==> src/rtl/bsst_pkg.sv <==
package bsst_pkg;

    // Stimulus generator geometry
    localparam int          PAT_W      = 4;
    localparam int          PAT_STATES = 1 << PAT_W;
    localparam logic [PAT_W-1:0] PAT_SEED = 4'b0001;
    localparam int          CNT_W      = $clog2(PAT_STATES);

    typedef enum logic [2:0] {
        OP_ADD = 3'd0,
        OP_SUB = 3'd1,
        OP_AND = 3'd2,
        OP_OR  = 3'd3,
        OP_XOR = 3'd4
    } opcode_e;

    typedef enum logic [1:0] {
        FN_SUM = 2'd0,
        FN_AND = 2'd1,
        FN_OR  = 2'd2,
        FN_XOR = 2'd3
    } cell_fn_e;

    // Control word shared by all slices
    typedef struct packed {
        logic     inv_b;
        logic     carry0;
        cell_fn_e fn;
    } slice_ctrl_t;

    // Inputs of one slice
    typedef struct packed {
        logic a;
        logic b;
        logic cin;
    } cell_stim_t;

    function automatic slice_ctrl_t decode_op(input logic [2:0] code);
        slice_ctrl_t c;
        c = '{inv_b: 1'b0, carry0: 1'b0, fn: FN_SUM};
        case (code)
            OP_SUB:  begin c.inv_b = 1'b1; c.carry0 = 1'b1; end
            OP_AND:  c.fn = FN_AND;
            OP_OR:   c.fn = FN_OR;
            OP_XOR:  c.fn = FN_XOR;
            default: c.fn = FN_SUM;
        endcase
        return c;
    endfunction

    // Shift-left LFSR (x^4 + x^3 + 1) with the all-zero state spliced in
    function automatic logic [PAT_W-1:0] pat_next(input logic [PAT_W-1:0] s);
        logic fb;
        fb = s[3] ^ s[2] ^ (s[2:0] == 3'b000);
        return {s[2:0], fb};
    endfunction

    // Opcode applied to the decoders during a run, from the run counter
    function automatic logic [2:0] run_opcode(input logic [CNT_W-1:0] cnt);
        return cnt[2] ? 3'(OP_XOR) : {1'b0, cnt[1:0]};
    endfunction

endpackage

==> src/rtl/bsst_ctrl_decoder.sv <==
module bsst_ctrl_decoder
    import bsst_pkg::*;
(
    input  logic [2:0]  code_i,
    output slice_ctrl_t ctrl_o
);
    always_comb begin
        ctrl_o = decode_op(code_i);
    end
endmodule

==> src/rtl/bsst_cell.sv <==
module bsst_cell
    import bsst_pkg::*;
(
    input  cell_stim_t  stim_i,
    input  slice_ctrl_t ctrl_i,
    output logic        sum_o,
    output logic        cout_o
);
    logic bx;

    always_comb begin
        bx     = stim_i.b ^ ctrl_i.inv_b;
        sum_o  = 1'b0;
        cout_o = 1'b0;
        case (ctrl_i.fn)
            FN_SUM: begin
                sum_o  = stim_i.a ^ bx ^ stim_i.cin;
                cout_o = (stim_i.a & bx) | (stim_i.a & stim_i.cin) | (bx & stim_i.cin);
            end
            FN_AND:  sum_o = stim_i.a & bx;
            FN_OR:   sum_o = stim_i.a | bx;
            FN_XOR:  sum_o = stim_i.a ^ bx;
            default: sum_o = 1'b0;
        endcase
    end
endmodule

==> src/rtl/bsst_pattern_gen.sv <==
module bsst_pattern_gen
    import bsst_pkg::*;
(
    input  logic             clk,
    input  logic             rst,
    input  logic             test_en,
    output logic             run_o,
    output logic [PAT_W-1:0] pat_o,
    output logic [2:0]       op_o,
    output logic             done_o
);
    localparam logic [CNT_W-1:0] LAST = CNT_W'(PAT_STATES - 1);

    logic             test_q;
    logic [CNT_W-1:0] cnt_q;
    logic [PAT_W-1:0] state_q;

    always_ff @(posedge clk) begin
        if (rst) begin
            test_q  <= 1'b0;
            run_o   <= 1'b0;
            done_o  <= 1'b0;
            cnt_q   <= '0;
            state_q <= PAT_SEED;
        end else begin
            test_q <= test_en;
            if (!test_en) begin
                run_o  <= 1'b0;
                done_o <= 1'b0;
            end else if (!test_q) begin
                run_o   <= 1'b1;
                done_o  <= 1'b0;
                cnt_q   <= '0;
                state_q <= PAT_SEED;
            end else if (run_o) begin
                if (cnt_q == LAST) begin
                    run_o  <= 1'b0;
                    done_o <= 1'b1;
                end else begin
                    cnt_q   <= cnt_q + 1'b1;
                    state_q <= pat_next(state_q);
                end
            end
        end
    end

    assign pat_o = state_q;
    assign op_o  = run_opcode(cnt_q);
endmodule

==> src/rtl/bsst_resp_check.sv <==
module bsst_resp_check
    import bsst_pkg::*;
#(
    parameter int W = 4
) (
    input  logic        clk,
    input  logic        rst,
    input  logic        run_i,
    input  logic [W-1:0] sum_i,
    input  logic [W-1:0] cout_i,
    input  slice_ctrl_t ctrl_main_i,
    input  slice_ctrl_t ctrl_shd_i,
    output logic [1:0]  err_src_o
);
    logic [W-1:0] sum_q;
    logic [W-1:0] cout_q;
    logic         vld_q;
    slice_ctrl_t  main_q;
    slice_ctrl_t  shd_q;
    logic         dp_miss;
    logic         ctrl_miss;

    always_ff @(posedge clk) begin
        if (rst) begin
            sum_q  <= '0;
            cout_q <= '0;
            vld_q  <= 1'b0;
            main_q <= '0;
            shd_q  <= '0;
        end else begin
            sum_q  <= sum_i;
            cout_q <= cout_i;
            vld_q  <= run_i;
            main_q <= ctrl_main_i;
            shd_q  <= ctrl_shd_i;
        end
    end

    // Every captured slice must agree with slice 0
    assign dp_miss   = vld_q && ((sum_q != {W{sum_q[0]}}) || (cout_q != {W{cout_q[0]}}));
    assign ctrl_miss = (main_q != shd_q);

    always_ff @(posedge clk) begin
        if (rst) begin
            err_src_o <= 2'b00;
        end else begin
            err_src_o <= err_src_o | {ctrl_miss, dp_miss};
        end
    end
endmodule

==> src/rtl/bsst_datapath.sv <==
module bsst_datapath
    import bsst_pkg::*;
#(
    parameter int W = 4
) (
    input  logic         clk,
    input  logic         rst,
    input  logic         test_en,
    input  logic [2:0]   op_sel,
    input  logic [W-1:0] op_a,
    input  logic [W-1:0] op_b,
    output logic [W-1:0] result_o,
    output logic         cout_o,
    output logic         test_done_o,
    output logic         err_o,
    output logic [1:0]   err_src_o
);
    logic             test_run;
    logic [PAT_W-1:0] pat;
    logic [2:0]       test_op;
    logic [2:0]       dec_code;
    slice_ctrl_t      ctrl_main;
    slice_ctrl_t      ctrl_shd;
    logic [W-1:0]     cell_sum;
    logic [W-1:0]     cell_cout;

    bsst_pattern_gen u_gen (
        .clk     (clk),
        .rst     (rst),
        .test_en (test_en),
        .run_o   (test_run),
        .pat_o   (pat),
        .op_o    (test_op),
        .done_o  (test_done_o)
    );

    assign dec_code = test_run ? test_op : op_sel;

    bsst_ctrl_decoder u_dec_main (.code_i(dec_code), .ctrl_o(ctrl_main));
    bsst_ctrl_decoder u_dec_shd  (.code_i(dec_code), .ctrl_o(ctrl_shd));

    for (genvar i = 0; i < W; i++) begin : g_slice
        cell_stim_t stim;
        logic       chain_cin;

        if (i == 0) begin : g_first
            assign chain_cin = ctrl_main.carry0;
        end else begin : g_rest
            assign chain_cin = cell_cout[i-1];
        end

        // Regularization gating: shared stimulus under test
        assign stim.a   = test_run ? pat[0] : op_a[i];
        assign stim.b   = test_run ? pat[1] : op_b[i];
        assign stim.cin = test_run ? pat[2] : chain_cin;

        bsst_cell u_cell (
            .stim_i (stim),
            .ctrl_i (ctrl_main),
            .sum_o  (cell_sum[i]),
            .cout_o (cell_cout[i])
        );
    end

    bsst_resp_check #(.W(W)) u_resp (
        .clk         (clk),
        .rst         (rst),
        .run_i       (test_run),
        .sum_i       (cell_sum),
        .cout_i      (cell_cout),
        .ctrl_main_i (ctrl_main),
        .ctrl_shd_i  (ctrl_shd),
        .err_src_o   (err_src_o)
    );

    assign result_o = cell_sum;
    assign cout_o   = cell_cout[W-1];
    assign err_o    = |err_src_o;
endmodule

==> config.mk <==
export PLATFORM = sky130hd
export DESIGN_NAME = bsst_datapath
export DESIGN_NICKNAME = d
export VERILOG_FILES = /design/src/rtl/bsst_pkg.sv /design/src/rtl/bsst_ctrl_decoder.sv /design/src/rtl/bsst_cell.sv /design/src/rtl/bsst_pattern_gen.sv /design/src/rtl/bsst_resp_check.sv /design/src/rtl/bsst_datapath.sv
export SDC_FILE = /design/constraint.sdc
export NUM_CORES = 1
export LEC_CHECK = 0
export BUFFER_PORTS_ARGS = -buffer_cell sky130_fd_sc_hd__buf_2
export CAP_MARGIN = 10
export CORE_MARGIN = 4
export CORE_UTILIZATION = 56
export CTS_CLUSTER_DIAMETER = 120
export CTS_CLUSTER_SIZE = 14
export DETAILED_ROUTE_END_ITERATION = 7
export GPL_TIMING_DRIVEN = 0
export PLACE_DENSITY = 0.79
export SLEW_MARGIN = 40
export SYNTH_ARGS = -nofsm -noshare
export SYNTH_HDL_FRONTEND = slang
export SYNTH_SLANG_ARGS = --single-unit
==> constraint.sdc <==
create_clock -name clk -period 6.85 [get_ports clk]
set_input_delay 1.37 -clock clk [delete_from_list [all_inputs] [get_ports clk]]
set_output_delay 1.37 -clock clk [all_outputs]
set_load 0.01 [all_outputs]
# Yosys cells after proc, flatten, opt, wreduce, memory -nomap -nowiden
# Index checks and enable logic that the tools add are counted.
# W data, S select, Z words.
[word_totals]
elab_cells = 105
reg_bits = 22
out_inout_bits = 9
in_bits = 14
[classes]
add_sub_neg = 1
muxes = 33
bitwise_logic = 41
n_reduce_logical = 9
n_eq_ne = 12
[ops]
columns = ["op", "count"]
rows = [
  ["$mux W4", 6],
  ["$mux W1", 19],
  ["$pmux W1 S4", 4],
  ["$xor A1 B1 Y1", 14],
  ["$and A1 B1 Y1", 12],
  ["$or A1 B1 Y1", 12],
  ["$eq A3 B2 Y1 const B", 2],
  ["$mux W3", 2],
  ["$ne A3 B3 Y1", 2],
  ["$pmux W2 S3", 1],
  ["$add A4 B1 Y4 const B", 1],
  ["$eq A2 B2 Y1 const B", 2],
  ["$eq A4 B4 Y1 const B", 1],
  ["$reduce_or A2 Y1", 2],
  ["$eq A3 B1 Y1 const B", 1],
  ["$eq A3 B3 Y1 const B", 1],
  ["$logic_not A3 Y1", 1],
  ["$reduce_and A3 Y1", 1],
  ["$reduce_or A3 Y1", 1],
  ["$eq A2 B1 Y1 const B", 1],
  ["$logic_not A2 Y1", 1],
  ["$mux W2", 1],
  ["$ne A2 B1 Y1 const B", 1],
  ["$ne A2 B2 Y1 const B", 1],
  ["5 further kinds", 6],
]

# Depth between registers and ports, before layout
[logic_depth]
ltp_word = 24
ltp_mapped = 18
depth_no_buf = 15

# Hierarchy
# From an unflattened synthesis, not the netlist that was laid out.
[unflattened]
cells_unflattened = 173
hier_area_um2 = 1824.2
[modules_own_cells]
columns = ["module", "instances", "seq_area_each_um2", "area_per_inst_um2", "cells_per_inst"]
rows = [
  ["bsst_resp_check", 1, 380.4, 593.1, 50],
  ["bsst_pattern_gen", 1, 220.2, 514.2, 55],
  ["bsst_cell", 4, 0.0, 95.1, 9],
  ["bsst_datapath", 1, 0.0, 244.0, 18],
  ["bsst_ctrl_decoder", 2, 0.0, 46.3, 7],
]

# Worst setup path before layout
# No wires, ideal clock.
[synth_path]
kind = "input -> output"
from = "input port op_sel[1]"
to = "output port result_o[3]"
t_arrival_ps = 4369
path_stages = 17
setup_slack_ps = 1111
n_path_buf = 2
t_required_ps = 5480
path_cell_list = "nor4b_2 -> a31o_2 -> buf_2 -> xnor2_1 -> ha_1 -> a31oi_1 -> a2bb2oi_1 -> fa_1 -> nor2_1 -> nor2_1 -> fa_1 -> nor2_1 -> nor2_1 -> fa_1 -> a2bb2oi_2 -> nand2_1 -> buf_4"
[synth_via]
elab_chain_cells = 21
word_cells_on_any_way = 42
classes_between = "eq/ne (7); mux (11); bitwise (23); reduce/logical (1)"
[synth_rtl]
columns = ["item", "line", "text"]
rows = [
  ["from (decl)", "bsst_datapath.sv:9", "input logic [2:0] op_sel,"],
  ["$mux W3 (*)", "bsst_datapath.sv:37", "assign dec_code = test_run ? test_op : op_sel;"],
  ["$eq A3 B1 Y1", "bsst_pkg.sv:41", "case (code)"],
  ["$mux W2", "bsst_pkg.sv:41", ""],
  ["$xor A1 B1 Y1 or $mux W1 (tied branches)", "bsst_cell.sv:12, bsst_datapath.sv:55", ""],
  ["$and A1 B1 Y1", "bsst_cell.sv:18", "cout_o = (stim_i.a & bx) | (stim_i.a & stim_i.cin) | (bx & stim_i.cin);"],
  ["$or A1 B1 Y1 (2 in series)", "bsst_cell.sv:18", ""],
  ["$mux W1", "bsst_cell.sv:15", "case (ctrl_i.fn)"],
  ["$mux W1", "bsst_datapath.sv:55", "assign stim.cin = test_run ? pat[2] : chain_cin;"],
  ["(+3 left out)", "-", ""],
  ["$mux W1", "bsst_cell.sv:15", ""],
  ["$mux W1", "bsst_datapath.sv:55", ""],
  ["$and A1 B1 Y1", "bsst_cell.sv:18", ""],
  ["$or A1 B1 Y1 (2 in series)", "bsst_cell.sv:18", ""],
  ["$mux W1", "bsst_cell.sv:15", ""],
  ["$mux W1", "bsst_datapath.sv:55", ""],
  ["$xor A1 B1 Y1", "bsst_cell.sv:17", "sum_o = stim_i.a ^ bx ^ stim_i.cin;"],
  ["$pmux W1 S4 (*)", "bsst_cell.sv:15", ""],
  ["to (decl)", "bsst_datapath.sv:12", "output logic [W-1:0] result_o,"],
]
# Every way passes the cells marked *; elsewhere a longest branch is shown, timed or not.

# Worst setup path after layout
# Same ends and word-level chain as after synthesis.

==> run_results.csv <==
group,metric,value,unit
outcome,status,"complete, no violations",
detailed_routing,drt_first_pass_iters,4,
worst_hold_path,hp-start,"u_resp.vld_q",
place,io_buffers,21,
die,dieHeight,59.4,um
logic_synthesis,synth-seq-area-share,28.5,%
clock_network,cts_buffers,3,
critical_path,worst_setup_path_start_kind,"input port",
critical_path,crit_path_start,"op_sel[1]",
power,switching_share,32.2,%
timing,finalSetupTns,0,ns
detailed_routing,wl_per_cell,14.0,um
finish,syn2layout_area_growth,11.5,%
power,p_leak,0.705,nW
finish,diodes,0,
detailed_routing,via_count,1297,
die,core,2500,um2
timing,grt_setup_unrepaired,"no",
clock_network,postCtsSetupRepairBufs,0,
job,drv_cap,0,
clock_network,cts_resized,0,
logic_synthesis,syn-cell-area,1480,um2
finish,layout-drive-gt1-share,24.5,%
timing,fin_crit,6.29,ns
clock_network,cts_tree,"yes",
place,place.gp.congestion,0.844,
timing,clock_skew,0.00361,ns
clock_network,root_buffer,"clkbuf_4",
place,hpwlAfterDp,2540,um
place,place_area,1620,um2
logic_synthesis,ys_async_sr_fraction,0,%
critical_path,r2r-start,"u_gen.run_o",
clock_network,cts_hold_buf,0,
logic_synthesis,yosysUniqueCellTypes,48,
detailed_routing,drtIter0Drc,27,
timing,slew_violations,0,
timing,max_slew_margin,64.8,%
detailed_routing,wirelength,3170,um
die,initial_utilization,59.1,%
grt,grt_pass1_vias,1311,
critical_path,r2r_setup_slack,3.16,ns
grt,grt_use_total,21.1,%
clock_network,clk_pin_slew,0.11,ns
finish,final_common_cell,"buf_2",
power,p_seq_share,44.7,%
detailed_routing,routed_via_density,5.74,
critical_path,arrival,4.92,ns
clock_network,cts_sinks,21,
clock_network,htreeDepth,1,
finish,fin_cells,226,
power,p_sw,0.0000966,W
power,power.density,182,nW/um2
place,placedCellCount,222,
timing,fmax,159,MHz
logic_synthesis,synthesis.nets,196,
timing,setup_viol,0,
clock_network,clk_latency,0.31,ns
timing,finalCritPeriodShare,91.8,%
logic_synthesis,synth-edff-count,0,
power,pwr-share-clk,20.0,%
critical_path,critPathKind,"input port to output port",
finish,final_cell_mix,"buf_2, dfxtp_1, nor2_1",
clock_network,cts.path.max_buffers,2,
logic_synthesis,netlist_instances,171,
timing,worstMarginPinSlew,0.523,ns
die,fp.dieW,59.4,um
grt,overflow,0,
power,vdd_drop_max,0.199,mV
die,top_level_ports,23,
power,combPwrFrac,35.3,%
grt,antenna_found_initial,0,
grt,grt_first_pass_wirelength,5770,um
logic_synthesis,synthFlopType,"dfxtp_1",
timing,timing_hold_violations_final,0,
finish,nNetsFinal,222,
critical_path,path_max_fanout,5,
detailed_routing,ant_nets,0,
die,row_count,18,
power,p_int,0.000203,W
worst_hold_path,min_path_type,"flop to flop",
critical_path,endpoint_kind,"output port",
die,dieArea,3520,um2
logic_synthesis,yosys_warnings,0,
critical_path,critPathRequiredTime,5.48,ns
logic_synthesis,synth.avg_cell_area,8.64,um2
detailed_routing,drc,0,
grt,grt_max_degree,13,
logic_synthesis,synth_seq_cells,21,
finish,fin_area,1650,um2
[worst paths after layout]
kind                         end  cells past startpoint
max                  result_o[3]                     19
min          u_resp.err_src_o[0]                      2
max reg2reg      u_resp.sum_q[3]                     16
min reg2reg  u_resp.err_src_o[0]                      2
[worst max-delay path: stages]
cell	delay (ns)
buf_2	0.12
nor4b_2	0.42
a31o_2	0.17
buf_2	0.17
xnor2_1	0.14
ha_1	0.19
a31oi_1	0.06
a2bb2oi_1	0.16
fa_1	0.39
nor2_1	0.12
nor2_1	0.06
fa_1	0.38
nor2_1	0.11
nor2_1	0.06
fa_1	0.50
a2bb2oi_2	0.15
nand2_1	0.07
buf_4	0.13
buf_2	0.13
[routing by layer]
| metal | global-route usage [%] | routed length (um) |
|---|---|---|
| met5 | 0 | 0 |
| met3 | 5.45 | 183 |
| met4 | 1.94 | 0 |
| met1 | 27.1 | 1390 |
| met2 | 36.7 | 1590 |
[cells in the mapped netlist (all sizes together), types with 2 or more instances]
library cell / number / area [um2]
a31oi: 3 / 33.8
or3: 3 / 18.8
or2: 2 / 12.5
nand3: 5 / 25.0
nand2: 9 / 33.8
a2bb2oi: 5 / 68.8
nor4: 2 / 12.5
mux2i: 4 / 40.0
a21o: 2 / 15.0
fa: 3 / 60.1
nor3: 3 / 20.0
buf: 10 / 67.6
a32oi: 4 / 35.0
and2: 3 / 18.8
and4: 2 / 17.5
xnor2: 5 / 43.8
dfxtp: 21 / 420
a21oi: 11 / 58.8
nand2b: 4 / 25.0
or3b: 2 / 17.5
nand3b: 3 / 22.5
inv: 9 / 33.8
o211ai: 4 / 30.0
nor2b: 3 / 18.8
ha: 8 / 100
clkbuf: 2 / 7.51
o21ai: 7 / 35.0
a21boi: 3 / 22.5
nor2: 18 / 67.6
[cell type report]
class,instances,area [um2]
clock buffer,3,22.5
sequential,21,420
fill,209,852
buffer,12,75.1
clock inverter,1,5.00
multi-input combinational,129,948
tap,30,37.5
inverter,9,33.8
timing repair buffer,21,105
[state kept, by name, indices dropped and copies added (netlist names)]
name              count
u_resp.sum_q          4
u_gen.test_q          1
u_resp.err_src_o      1
u_resp.vld_q          1
u_gen.run_o           1
u_gen.cnt_q           4
u_gen.done_o          1
u_resp.cout_q         4
u_gen.pat_o           4
[stage by stage]
step	setup slack (ns)	util [%]	total power, W	hold WS, ns
6_report	0.564	65.9	0.000300	0.496
5_1_grt	0.224	65.9	0.000322	0.530
4_1_cts	0.554	65.9	0.000303	0.501
3_5_place_dp	0.553	64.8	0.000243	0.474
3_3_place_gp	0.653	64.8	0.000239	0.444
2_1_floorplan	1.11	-	0.000216	0.433
[cell families (layout without fill, tap and decap cells)]
| kind of cell | Yosys count | in the layout | synth area share (%) |
|---|---|---|---|
| other cells | 1 | 1 | 0.254 |
| fa+ha+maj | 11 | 11 | 10.8 |
| xor+xnor | 5 | 5 | 2.96 |
| compound gates | 44 | 44 | 22.9 |
| mux | 4 | 4 | 2.71 |
| buf+inv | 21 | 46 | 7.37 |
| flops | 21 | 21 | 28.5 |
| simple gates | 64 | 64 | 24.6 |
[power groups by stage]
stage / registers (W) / clock network, W / logic (W)
floorplan: 0.000136 / 0 / 0.0000799
global placement: 0.000137 / 0 / 0.000103
detailed placement: 0.000137 / 0 / 0.000106
CTS: 0.000134 / 0.0000621 / 0.000106
global route: 0.000135 / 0.0000677 / 0.000119
finish: 0.000134 / 0.0000600 / 0.000106
Power figures use the tool's default switching activity.
